`config.mk`:
```
export PLATFORM = sky130hd
export DESIGN_NAME = onestep_shrot
export DESIGN_NICKNAME = d
export VERILOG_FILES = /design/src/rtl/onestep_pkg.sv /design/src/rtl/shrot_taps.sv /design/src/rtl/shrot_bitmux.sv /design/src/rtl/onestep_shrot.sv
export SDC_FILE = /design/constraint.sdc
export NUM_CORES = 1
export LEC_CHECK = 0
export ABC_AREA = 1
export BUFFER_PORTS_ARGS = -buffer_cell sky130_fd_sc_hd__buf_4
export CAP_MARGIN = 5
export CORE_MARGIN = 2
export CORE_UTILIZATION = 27
export DETAILED_ROUTE_END_ITERATION = 6
export GPL_ROUTABILITY_DRIVEN = 0
export PLACE_DENSITY = 0.6
export SLEW_MARGIN = 30
export SYNTH_ARGS = -nofsm -noshare
export SYNTH_HDL_FRONTEND = slang
export SYNTH_HIERARCHICAL = 1
export SYNTH_SLANG_ARGS = --single-unit
```
`constraint.sdc`:
```
create_clock -name vclk -period 0.8
set_input_delay 0.16 -clock vclk [all_inputs]
set_output_delay 0.16 -clock vclk [all_outputs]
set_load 0.05 [all_outputs]
```
`src/rtl/onestep_pkg.sv`:
```
package onestep_pkg;

    typedef enum logic [1:0] {
        OP_KEEP     = 2'b00,
        OP_UP_FILL1 = 2'b01,
        OP_DN_FILL0 = 2'b10,
        OP_ROT_DN   = 2'b11
    } op_e;

    localparam int unsigned OP_COUNT = 4;

    function automatic op_e decode_op(input logic [1:0] code);
        return op_e'(code);
    endfunction

endpackage

```
`src/rtl/shrot_taps.sv`:
```
module shrot_taps #(
    parameter int unsigned WIDTH      = 8,
    parameter logic        FILL_UP    = 1'b1,
    parameter logic        FILL_DOWN  = 1'b0
) (
    input  logic [WIDTH-1:0] din,
    output logic [WIDTH-1:0] tap_keep,
    output logic [WIDTH-1:0] tap_up,
    output logic [WIDTH-1:0] tap_dn,
    output logic [WIDTH-1:0] tap_rot
);

    localparam int unsigned TOP = WIDTH - 1;

    for (genvar i = 0; i < WIDTH; i++) begin : g_tap
        assign tap_keep[i] = din[i];

        if (i == 0) begin : g_low
            assign tap_up[i] = FILL_UP;
        end else begin : g_up
            assign tap_up[i] = din[i-1];
        end

        if (i == TOP) begin : g_high
            assign tap_dn[i]  = FILL_DOWN;
            assign tap_rot[i] = din[0];
        end else begin : g_dn
            assign tap_dn[i]  = din[i+1];
            assign tap_rot[i] = din[i+1];
        end
    end

endmodule

```
`src/rtl/shrot_bitmux.sv`:
```
module shrot_bitmux
    import onestep_pkg::*;
(
    input  logic [1:0]          code,
    input  logic [OP_COUNT-1:0] d,
    output logic                y
);

    op_e op;

    always_comb begin
        op = decode_op(code);
        unique case (op)
            OP_KEEP:     y = d[0];
            OP_UP_FILL1: y = d[1];
            OP_DN_FILL0: y = d[2];
            OP_ROT_DN:   y = d[3];
        endcase
    end

endmodule

```
`src/rtl/onestep_shrot.sv`:
```
module onestep_shrot
    import onestep_pkg::*;
#(
    parameter int unsigned WIDTH     = 8,
    parameter logic        FILL_UP   = 1'b1,
    parameter logic        FILL_DOWN = 1'b0
) (
    input  logic [1:0]       sel,
    input  logic [WIDTH-1:0] din,
    output logic [WIDTH-1:0] dout
);

    logic [WIDTH-1:0] tap_keep;
    logic [WIDTH-1:0] tap_up;
    logic [WIDTH-1:0] tap_dn;
    logic [WIDTH-1:0] tap_rot;

    shrot_taps #(
        .WIDTH     (WIDTH),
        .FILL_UP   (FILL_UP),
        .FILL_DOWN (FILL_DOWN)
    ) u_taps (
        .din      (din),
        .tap_keep (tap_keep),
        .tap_up   (tap_up),
        .tap_dn   (tap_dn),
        .tap_rot  (tap_rot)
    );

    for (genvar i = 0; i < WIDTH; i++) begin : g_slice
        logic [OP_COUNT-1:0] slice_in;
        assign slice_in = {tap_rot[i], tap_dn[i], tap_up[i], tap_keep[i]};

        shrot_bitmux u_mux (
            .code (sel),
            .d    (slice_in),
            .y    (dout[i])
        );
    end

endmodule

```
; ---- Word level (Yosys, flattened, before mapping)
; Cells that the tools add are included.
[op_classes]
eq_ne = 3
n_mux = 8
n_reduce_logical = 2
[op_table]
columns = op, n
row1 = $pmux W1 S3, 7
row2 = $eq A2 B2 Y1 const B, 2
row3 = $pmux W1 S4, 1
row4 = $eq A2 B1 Y1 const B, 1
row5 = $logic_not A2 Y1, 1
row6 = $reduce_or A2 Y1, 1
[totals]
inputBits = 10
output_inout_bits = 8
regBits = 0

; ---- Logic depth before layout (Yosys ltp)
; Gate-level depths: netlist of run 1.
[depth]
depth_word = 3
mapped_depth = 5
ltp_nobuf = 4

; ---- Hierarchy
; The synthesis of run 1 kept the hierarchy.
[by_module_without_submodules]
columns = module, instances, seq_area_each_um2, cells_per_inst, area_per_inst_um2
row1 = shrot_bitmux, 8, 0.0, 13, 51.3
row2 = shrot_taps, 1, 0.0, 34, 247.7

; ---- Least setup slack after synthesis of run 1
; Ideal clock, no wire load.
[synth_timing]
path_kind = input-to-output
from = input port din[0]
to = output port dout[1]
required_ps = 640
arrival_time_ps = 733
setup_slack_ps = -93
stages = 5
n_path_buf = 1
cell_sequence = buf_4 -> clkinv_1 -> nand2_1 -> nand3_1 -> nand2_1
[synth_via]
elab_chain_len = 1
[synth_rtl]
columns = item, line
row1 = "start, declared", onestep_shrot.sv:9  ; input logic [WIDTH-1:0] din,
row2 = $pmux W1 S3, shrot_bitmux.sv:13  ; unique case (op)
row3 = "end, declared", onestep_shrot.sv:10  ; output logic [WIDTH-1:0] dout
; Every way passes these cells.

; ---- Final worst setup path of run 1
[layout_timing]
from = input port sel[0]
to = output port dout[3]
[layout_via]
elab_chain_len = 3
elab_cells_between_ends = 6
classes_between = 3 x eq/ne / 1 x mux / 2 x reduce/logical
[layout_rtl]
columns = item, line
row1 = "start, declared", onestep_shrot.sv:8  ; input logic [1:0] sel,
row2 = $eq A2 B2 Y1, shrot_bitmux.sv:13
row3 = $reduce_or A2 Y1 (no line), --
row4 = $pmux W1 S3 (*), shrot_bitmux.sv:13
; Mark *: on every way between the ends. The rest lies on a longest branch, timed or not.

==> metrics.log, run 1 <==
[metrics] aggregate routed wire length: approximately 1.4 mm
[metrics] Crit path largest cell delay: around 0.14 ns
[metrics] synth unique cells: 7
[metrics] share of cell area taken by muxes after synthesis: 0%
[metrics] post-detailed-placement half-perimeter wirelength: approximately 720 um
[metrics] first-pass GRT wire length: between 2 and 2.5 mm
[metrics] Boundary Pins: 18
[metrics] area share of xor/xnor cells in the synthesized design: 0%
[metrics] sequential element share of the synthesized area: 0%
[metrics] post-layout total power: roughly 700 uW
[metrics] maximum VDD drop: roughly 0.00032 V
[metrics] Final Hold Slack: roughly 0.73 ns
[metrics] commonest non-fill, non-tap cells in the layout: inv_2, nand2_2, nand3_2
[metrics] vias in the first global route: roughly 500
[metrics] dominant combinational cell family by area after synthesis: buffers and inverters
[metrics] floorplan die width: 53.4 um
[metrics] total of max-cap violations: 0
[metrics] Detail Route Antenna Nets: 0
[metrics] final setup violation count: 8
[metrics] basic-gate share of the synthesized area counting and, or, nand and nor cells: a little over a third
[metrics] post-synthesis share of cell area spent on full adders, half adders and majority gates: 0%
[metrics] min-delay src: sel[1]
[metrics] largest net degree at the start of global routing: 17
[metrics] Critical-path top delay cell: buf_8
[metrics] power density over the cells: between 700 and 800 mW/mm2
[metrics] DRC violation total after the first TritonRoute iteration: 8
[metrics] fin worst setup slack: -0.0423 ns
[metrics] Startpoint Class: input port
[metrics] Die Area: roughly 0.0028 mm2
[metrics] Synth Net Count: between 100 and 150
[metrics] Starting Density: about 29%
[metrics] sequential standard cell area: 0 um2
[metrics] synthesis warning total: 6
[metrics] number of hold buffers added after cts: 0
[metrics] post-synth design cell area: 658 um2
[metrics] critical-path cell list: buf_12, inv_2, nand2_2, nand3_2, nand2_2, buf_8
[metrics] share of post-route cells with drive strength above 1: 85.0%
[metrics] initial antenna violation count: 0
[metrics] kind of capture point of the worst setup path: primary output
[metrics] static leakage power: 0.000580 uW
[metrics] # rows: 17
[metrics] minimum clock period after layout: roughly 0.84 ns
[metrics] sequential cells: 0
[metrics] combined global-route utilization of all metal layers: a little under a tenth
[metrics] violations in the final reports: negative setup slack
[metrics] aggregate negative setup slack: -0.160 ns
[metrics] total grt overflow: 0
[metrics] routed len/inst: 9.21 um
[metrics] run status: finished with violations
[metrics] area of the placeable core: between 0.002 and 0.0025 mm2
[metrics] required time worst endpoint: approximately 0.64 ns
[metrics] post-layout instance area: slightly below 0.001 mm2
[metrics] nets: between 100 and 150
[metrics] startpoint-to-endpoint class of the critical path: input port to primary output
[metrics] worst-path fanout max: 6
[metrics] Die Y-Extent: 53.4 um
[metrics] worst min-delay path category: input port to primary output
[metrics] drc violations: 0
[metrics] Via-to-Cell Ratio: 3.92
[metrics] final count of hold timing violations: 0
[metrics] detailed-routing iteration count for the pre-antenna-repair pass: 4
[metrics] number of buffer and inverter instances along the worst setup path: 3
[metrics] share of the clock period used by the worst path: 105%
[metrics] critical path arrival: 0.68 ns
[metrics] Via Count: between 600 and 700
[metrics] average footprint of a synthesized cell: 4.77 um2
[metrics] most common library cell in the layout ignoring fill and taps: inv_2
[metrics] most frequent cell on the critical path: nand2_2
[metrics] Port-buffer cells: 18
[metrics] number of slew-limit violations in the final report: 0
[metrics] unrepaired setup endpoints after global routing: true
[metrics] worst setup path start: sel[0]
[metrics] Layout clock buffers: 0
[metrics] synthesized instance count: approximately 140
[metrics] family of cells with the greatest summed delay on the critical path: buffers and inverters
[metrics] post-place instance area: just over 600 um2
[metrics] area overhead of the layout relative to synthesis: 49.8%
[metrics] maximum clock frequency: about 1200 MHz
[metrics] share of the synthesized area in compound gates (AO/OA/AOI/OAI): 0%
[metrics] Antenna diodes: 0
[tightest hold or removal path: stages]
cell,delay [ns]
buf_16,0.11
inv_2,0.04
nand3_2,0.06
nand2_2,0.06
buf_8,0.14
[per-layer routing]
layer	global-route usage, %	wire, um
met4	0	0
met2	17.1	760
met5	0	0
met1	12.8	596
met3	0.282	71
[metrics by stage]
| step | util [%] | setup slack (ns) | instances |
|---|---|---|---|
| 2_1_floorplan | - | 0.0157 | 138 |
| 3_3_place_gp | 27.0 | -0.229 | 152 |
| 3_5_place_dp | 27.0 | -0.235 | 152 |
| 5_1_grt | 43.7 | -0.0786 | 155 |
| 4_1_cts | 38.3 | -0.0315 | 154 |
| 6_report | 43.7 | -0.0423 | 155 |
[final timing paths]
check | endpoint | slack [ns] | cells after the start
worst max-delay path | dout[3] | -0.04 | 6
worst min-delay path | dout[5] | 0.73 | 5
[timing repair]
item	CTS	global route
resized for setup	67	40
setup endpoints to repair	8	8
pin swaps	22	17
cloned	2	1
buffers inserted	0	0
[final cells by class]
cell class,instances,area [um2]
fill,256,1270
multi-input combinational,58,418
timing repair buffer,21,334
inverter,48,199
tap,28,35.0
[power by group]
part / internal, uW / switching, uW / total, uW
Clock: 0 / 0 / 0
Sequential: 0 / 0 / 0
Combinational: 312 / 391 / 703
[logic make-up after synthesis]
group         after synthesis
simple gates               56
other cells                 2
buf+inv                    80
[synthesized netlist by cell type]
library cell | number | area [um2]
buf_4 | 32 | 240
clkinv_1 | 8 | 30.0
conb_1 | 2 | 7.51
inv_1 | 24 | 90.1
inv_2 | 16 | 60.1
nand2_1 | 40 | 150
nand3_1 | 16 | 80.1
Note: power is estimated with default switching activity, not from simulation.
==> inputs of run 2 (changes only) <==
--- a/config.mk
+++ b/config.mk
@@ -12,7 +12,7 @@
 export CORE_UTILIZATION = 27
 export DETAILED_ROUTE_END_ITERATION = 6
 export GPL_ROUTABILITY_DRIVEN = 0
-export PLACE_DENSITY = 0.6
+export PLACE_DENSITY = 0.59
 export SLEW_MARGIN = 30
 export SYNTH_ARGS = -nofsm -noshare
 export SYNTH_HDL_FRONTEND = slang
==> constraint.sdc (replaced) <==
create_clock -name vclk -period 1
set_input_delay 0.2 -clock vclk [all_inputs]
set_output_delay 0.2 -clock vclk [all_outputs]
set_load 0.05 [all_outputs]
==> run 2 against run 1 <==
Setup slack better by 0.11 ns. The flow now finishes without violations. Utilization is 14 points lower. Via count is 13% lower. Sequential cell count stayed put. Critical endpoint unchanged. Routed wire length is 28% lower. Sequential share of layout area stayed put.
==> metrics.log, run 2 (synthesis gave the netlist of run 1 again) <==
[metrics] Via-to-Cell Ratio: 3.44 (was 3.92)
[metrics] post-detailed-placement half-perimeter wirelength: 725 um (was 722 um)
[metrics] Crit path largest cell delay: 0.16 ns (was 0.14 ns)
[metrics] total grt overflow: 0 (unchanged)
[metrics] cell total after placement: 152 (unchanged)
[metrics] share of the clock period used by the worst path: 93.2%
[metrics] Detail Route Antenna Nets: 0 (unchanged)
[metrics] Port-buffer cells: 18 (unchanged)
[metrics] routed len/inst: 6.72 um (was 9.21 um)
[metrics] detailed-routing iteration count for the pre-antenna-repair pass: 2 (was 4)
[metrics] area occupied by multi-input gates: 243 um2 (was 418 um2)
[metrics] critical-path cell list: buf_4, clkinv_1, nand2_1, nand3_1, nand2_1, buf_6 (was buf_12, inv_2, nand2_2, nand3_2, nand2_2, buf_8)
[metrics] worst setup path start: din[2] (was sel[0])
[metrics] run status: finished clean (was finished with violations)
[metrics] Boundary Pins: 18 (unchanged)
[metrics] maximum clock frequency: ~1100 MHz
[metrics] Critical-path top delay cell: buf_6 (was buf_8)
[metrics] commonest non-fill, non-tap cells in the layout: nand2_1, inv_1, inv_2 (was inv_2, nand2_2, nand3_2)
[metrics] first-pass GRT wire length: 1.79 mm (was 2.10 mm)
[metrics] sequential cells: 0 (unchanged)
[metrics] power density over the cells: 582 mW/mm2 (was 713 mW/mm2)
[metrics] nets: 137 (was 139)
[metrics] Crit path depth: 6 (unchanged)
[metrics] family of cells with the greatest summed delay on the critical path: buffers and inverters (unchanged)
[metrics] share of post-route cells with drive strength above 1: 30.4% (was 85.0%)
[metrics] post-place instance area: 588 um2 (was 608 um2)
[metrics] Starting Density: 29.2% (unchanged)
[metrics] static leakage power: 0.000468 uW (was 0.000580 uW)
[metrics] maximum VDD drop: 0.000193 V (was 0.000315 V)
[metrics] minimum clock period after layout: around 0.93 ns
[metrics] Die Area: 0.00285 mm2 (unchanged)
[metrics] startpoint-to-endpoint class of the critical path: input port to primary output (unchanged)
[metrics] drc violations: 0 (unchanged)
[metrics] setup repair bufs after CTS: 0 (unchanged)
[metrics] final cell count without fillers: 153 (was 155)
[metrics] number of buffer and inverter instances along the worst setup path: 3 (unchanged)
[metrics] Via Count: 526 (was 607)
[metrics] Die Y-Extent: 53.4 um (unchanged)
[metrics] largest net degree at the start of global routing: 25 (was 17)
[metrics] most common library cell in the layout ignoring fill and taps: nand2_1 (was inv_2)
[metrics] initial antenna violation count: 0 (unchanged)
[metrics] # rows: 17 (unchanged)
[metrics] post-layout instance area: 676 um2 (was 986 um2)
[metrics] Antenna diodes: 0 (unchanged)
[metrics] total of fill cells in the finished design: 283 (was 256)
[metrics] end point of the critical path: dout[3] (unchanged)
[metrics] worst-path fanout max: 4 (was 6)
[metrics] required time worst endpoint: 0.80 ns (was 0.64 ns)
[metrics] Startpoint Class: input port (unchanged)
[metrics] critical path arrival: 0.73 ns (was 0.68 ns)
[metrics] DRC violation total after the first TritonRoute iteration: 8 (unchanged)
[metrics] most frequent cell on the critical path: nand2_1 (was nand2_2)
[metrics] kind of capture point of the worst setup path: primary output (unchanged)
[metrics] unrepaired setup endpoints after global routing: false (was true)
[metrics] number of slew-limit violations in the final report: 0 (unchanged)
[metrics] aggregate routed wire length: 1.03 mm (was 1.43 mm)
[metrics] worst min-delay path category: input port to primary output (unchanged)
[metrics] total of max-cap violations: 0 (unchanged)
[metrics] final setup violation count: 0 (was 8)
[metrics] Layout clock buffers: 0 (unchanged)
[metrics] area of the placeable core: 0.00225 mm2 (unchanged)
[metrics] area overhead of the layout relative to synthesis: 2.66% (was 49.8%)
[metrics] combined global-route utilization of all metal layers: 7.69% (was 9.38%)
[metrics] floorplan die width: 53.4 um (unchanged)
[metrics] final count of hold timing violations: 0 (unchanged)
[metrics] vias in the first global route: 421 (was 507)
[metrics] sequential standard cell area: 0 um2 (unchanged)
-- run 2: cell count changes in the layout (fill, tap and decap cells not counted), moves of 7 or more --
cell / change
clkinv_1: +7
inv_1: +15
nand2_2: -27
nand2_1: +32
nand3_2: -14
inv_2: -14
nand3_1: +14
inv_4: -7
buf_8: -8
-- run 2: power breakdown --
| group | leakage [uW] | internal (uW) | total (uW) | switching [uW] |
|---|---|---|---|---|
| registers | 0 | 0 | 0 | 0 |
| clock network | 0 | 0 | 0 | 0 |
| logic | 0.000468 | 155 | 393 | 238 |
-- run 2: final cells by class --
class,count,area share [%]
repair buffers,19,32.2
multi-input cells,58,35.9
inverters,48,26.7
well taps,28,5.19
-- run 2: worst min-delay path by stage --
stage	slack, ns	start	cells after the start	end
3_3_place_gp	0.87	din[7]	6	dout[6]
2_1_floorplan	0.74	sel[1]	2	dout[0]
4_1_cts	0.86	din[7]	6	dout[6]
3_5_place_dp	0.88	din[7]	6	dout[6]
6_report	0.82	sel[1]	4	dout[4]
5_1_grt	0.83	sel[1]	4	dout[4]
-- run 2: tightest hold or removal path: stages --
cell     delay, ns
buf_6         0.13
nand3_1       0.08
nand2_1       0.06
buf_6         0.15
-- run 2: timing repair --
item,4_1_cts,5_1_grt
cloned,0,1
pin swaps,0,4
resized for setup,10,7
setup endpoints to repair,8,8
hold buffers,0,0
-- run 2: metal layers --
metal  wire [um]  part of all wire [%]  vias to the layer above  global-route usage, %
li1            -                     -                      320                      -
met1         552                    54                      195                   12.2
met2         407                    40                       11                   11.9
met3          67                   6.5                        0                  0.282
met4           0                     0                        0                      0
met5           0                     0                        -                      0
-- run 2: stage by stage --
stage / hold WS (ns) / setup slack [ns] / total power, uW / TNS [ns] / util (%)
CTS: 0.862 / 0.0123 / 376 / 0 / 27.7
finish: 0.820 / 0.0679 / 393 / 0 / 30.0
global route: 0.835 / 0.00203 / 432 / 0 / 30.0
global placement: 0.875 / -0.0968 / 346 / -0.699 / 26.1
floorplan: 0.737 / 0.0274 / 313 / 0 / -
detailed placement: 0.878 / -0.100 / 346 / -0.727 / 26.1
==> inputs of run 3 (changes only) <==
--- a/config.mk
+++ b/config.mk
@@ -6,14 +6,16 @@
 export NUM_CORES = 1
 export LEC_CHECK = 0
 export ABC_AREA = 1
+export ABC_CLOCK_PERIOD_IN_PS = 1000
 export BUFFER_PORTS_ARGS = -buffer_cell sky130_fd_sc_hd__buf_4
 export CAP_MARGIN = 5
+export CELL_PAD_IN_SITES_DETAIL_PLACEMENT = 0
+export CELL_PAD_IN_SITES_GLOBAL_PLACEMENT = 1
 export CORE_MARGIN = 2
 export CORE_UTILIZATION = 27
 export DETAILED_ROUTE_END_ITERATION = 6
 export GPL_ROUTABILITY_DRIVEN = 0
-export PLACE_DENSITY = 0.59
-export SLEW_MARGIN = 30
+export PLACE_DENSITY = 0.8
 export SYNTH_ARGS = -nofsm -noshare
 export SYNTH_HDL_FRONTEND = slang
 export SYNTH_HIERARCHICAL = 1
==> run 3 against run 2 <==
Sequential share of layout area stayed put. Non-clock buffer count stayed put. Cell area is 1.1% lower. Cell count stayed put. Critical path type unchanged.
==> metrics.log, run 3 (synthesis gave the netlist of run 1 again) <==
[metrics] run status: finished clean (unchanged)
[metrics] aggregate routed wire length: 1.00 mm (was 1.03 mm)
[metrics] critical path arrival: 0.73 ns (about the same)
[metrics] share of the clock period used by the worst path: 92.9% (was 93.2%)
[metrics] minimum clock period after layout: 0.929 ns (was 0.932 ns)
[metrics] unrepaired setup endpoints after global routing: false (unchanged)
[metrics] highest routed metal layer: met3 (unchanged)
[metrics] Final Hold Slack: 0.817 ns (was 0.820 ns)
[metrics] worst min-delay path category: input port to primary output (unchanged)
[metrics] commonest non-fill, non-tap cells in the layout: nand2_1, inv_1, inv_2 (unchanged)
[metrics] largest net degree at the start of global routing: 25 (unchanged)
[metrics] sequential standard cell area: 0 um2 (unchanged)
[metrics] area of the placeable core: 0.00225 mm2 (unchanged)
[metrics] Starting Density: 29.2% (unchanged)
[metrics] total of fill cells in the finished design: 274 (was 283)
[metrics] Die Area: 0.00285 mm2 (unchanged)
[metrics] drc violations: 0 (unchanged)
[metrics] kind of capture point of the worst setup path: primary output (unchanged)
[metrics] startpoint-to-endpoint class of the critical path: input port to primary output (unchanged)
[metrics] power density over the cells: 580 mW/mm2 (was 582 mW/mm2)
[metrics] most common library cell in the layout ignoring fill and taps: nand2_1 (unchanged)
[metrics] Via-to-Cell Ratio: 3.61 (was 3.44)
[metrics] final cell count without fillers: 153 (unchanged)
[metrics] DRC violation total after the first TritonRoute iteration: 0 (was 8)
[metrics] detailed-routing iteration count for the pre-antenna-repair pass: 1 (was 2)
[metrics] post-detailed-placement half-perimeter wirelength: 740 um (was 725 um)
[metrics] maximum VDD drop: 0.000218 V (was 0.000193 V)
[metrics] WL met3: 57 um (was 67 um)
[metrics] first-pass GRT wire length: 1.59 mm (was 1.79 mm)
[metrics] total grt overflow: 0 (unchanged)
[metrics] Layout clock buffers: 0 (unchanged)
[metrics] routed len/inst: 6.56 um (was 6.72 um)
[metrics] Post-Route M1 WL: 485 um (was 552 um)
[metrics] static leakage power: 0.000466 uW (was 0.000468 uW)
[metrics] # rows: 17 (unchanged)
[metrics] final setup violation count: 0 (unchanged)
[metrics] initial antenna violation count: 0 (unchanged)
[metrics] floorplan die width: 53.4 um (unchanged)
[metrics] vias in the first global route: 412 (was 421)
[metrics] total of max-cap violations: 0 (unchanged)
[metrics] sequential cells: 0 (unchanged)
[metrics] share of post-route cells with drive strength above 1: 29.6% (was 30.4%)
[metrics] Antenna diodes: 0 (unchanged)
[metrics] Via Count: 553 (was 526)
[metrics] cell total after placement: 152 (unchanged)
[metrics] combined global-route utilization of all metal layers: 6.88% (was 7.69%)
[metrics] Detail Route Antenna Nets: 0 (unchanged)
[metrics] wire length on met2: 461 um (was 407 um)
[metrics] maximum clock frequency: 1080 MHz (was 1070 MHz)
[metrics] nets: 137 (unchanged)
[metrics] Port-buffer cells: 18 (unchanged)
[metrics] final count of hold timing violations: 0 (unchanged)
[metrics] worst-path fanout max: 4 (unchanged)
[metrics] required time worst endpoint: 0.80 ns (about the same)
[metrics] Boundary Pins: 18 (unchanged)
[metrics] Startpoint Class: input port (unchanged)
[metrics] area occupied by multi-input gates: 243 um2 (unchanged)
[metrics] Die Y-Extent: 53.4 um (unchanged)
[metrics] number of slew-limit violations in the final report: 0 (unchanged)
[metrics] area overhead of the layout relative to synthesis: 1.52% (was 2.66%)
[run 3: cell counts in the layout (fill, tap and decap cells not counted)]
Identical to the previous run, type by type.
[run 3: what timing repair did]
| item | in CTS | in global routing |
|---|---|---|
| pin swaps | 0 | 2 |
| gates cloned | 0 | 1 |
| buffers inserted | 0 | 0 |
| hold buffers | 0 | 0 |
| resized for setup | 8 | 6 |
| setup endpoints to repair | 8 | 8 |
[run 3: per-stage QoR]
stage               setup slack (ns)  cell area, um2  total power (uW)  util (%)  setup TNS [ns]
finish                        0.0715             668               387      29.6               0
global placement             -0.0989             588               343      26.1          -0.633
floorplan                     0.0274             658               313         -               0
CTS                           0.0113             618               370      27.4               0
global route                 0.00553             668               425      29.6               0
detailed placement            -0.100             588               346      26.1          -0.708
[run 3: area by class of cell]
cell class	count	area share (%)
well taps	28	5.24
multi-input cells	58	36.3
repair buffers	19	31.5
inverters	48	27.0
[run 3: worst max-delay path: stages]
cell      delay [ns]
buf_4           0.11
clkinv_1        0.06
nand2_1         0.05
nand3_1         0.06
nand2_1         0.06
buf_4           0.19
[run 3: power by group]
group          switching, uW  internal [uW]  total (uW)
clock                      0              0           0
combinational            236            152         387
sequential                 0              0           0
[run 3: per-layer routing]
| layer | track usage [%] | up-vias |
|---|---|---|
| li1 | - | 322 |
| met1 | 9.00 | 222 |
| met2 | 12.8 | 9 |
| met3 | 0.565 | 0 |
| met4 | 0 | 0 |
| met5 | 0 | - |
[run 3: final timing paths]
kind | start | to | slack [ns] | cells past startpoint
worst max-delay path | din[3] | dout[4] | 0.07 | 6
worst min-delay path | sel[1] | dout[2] | 0.82 | 4
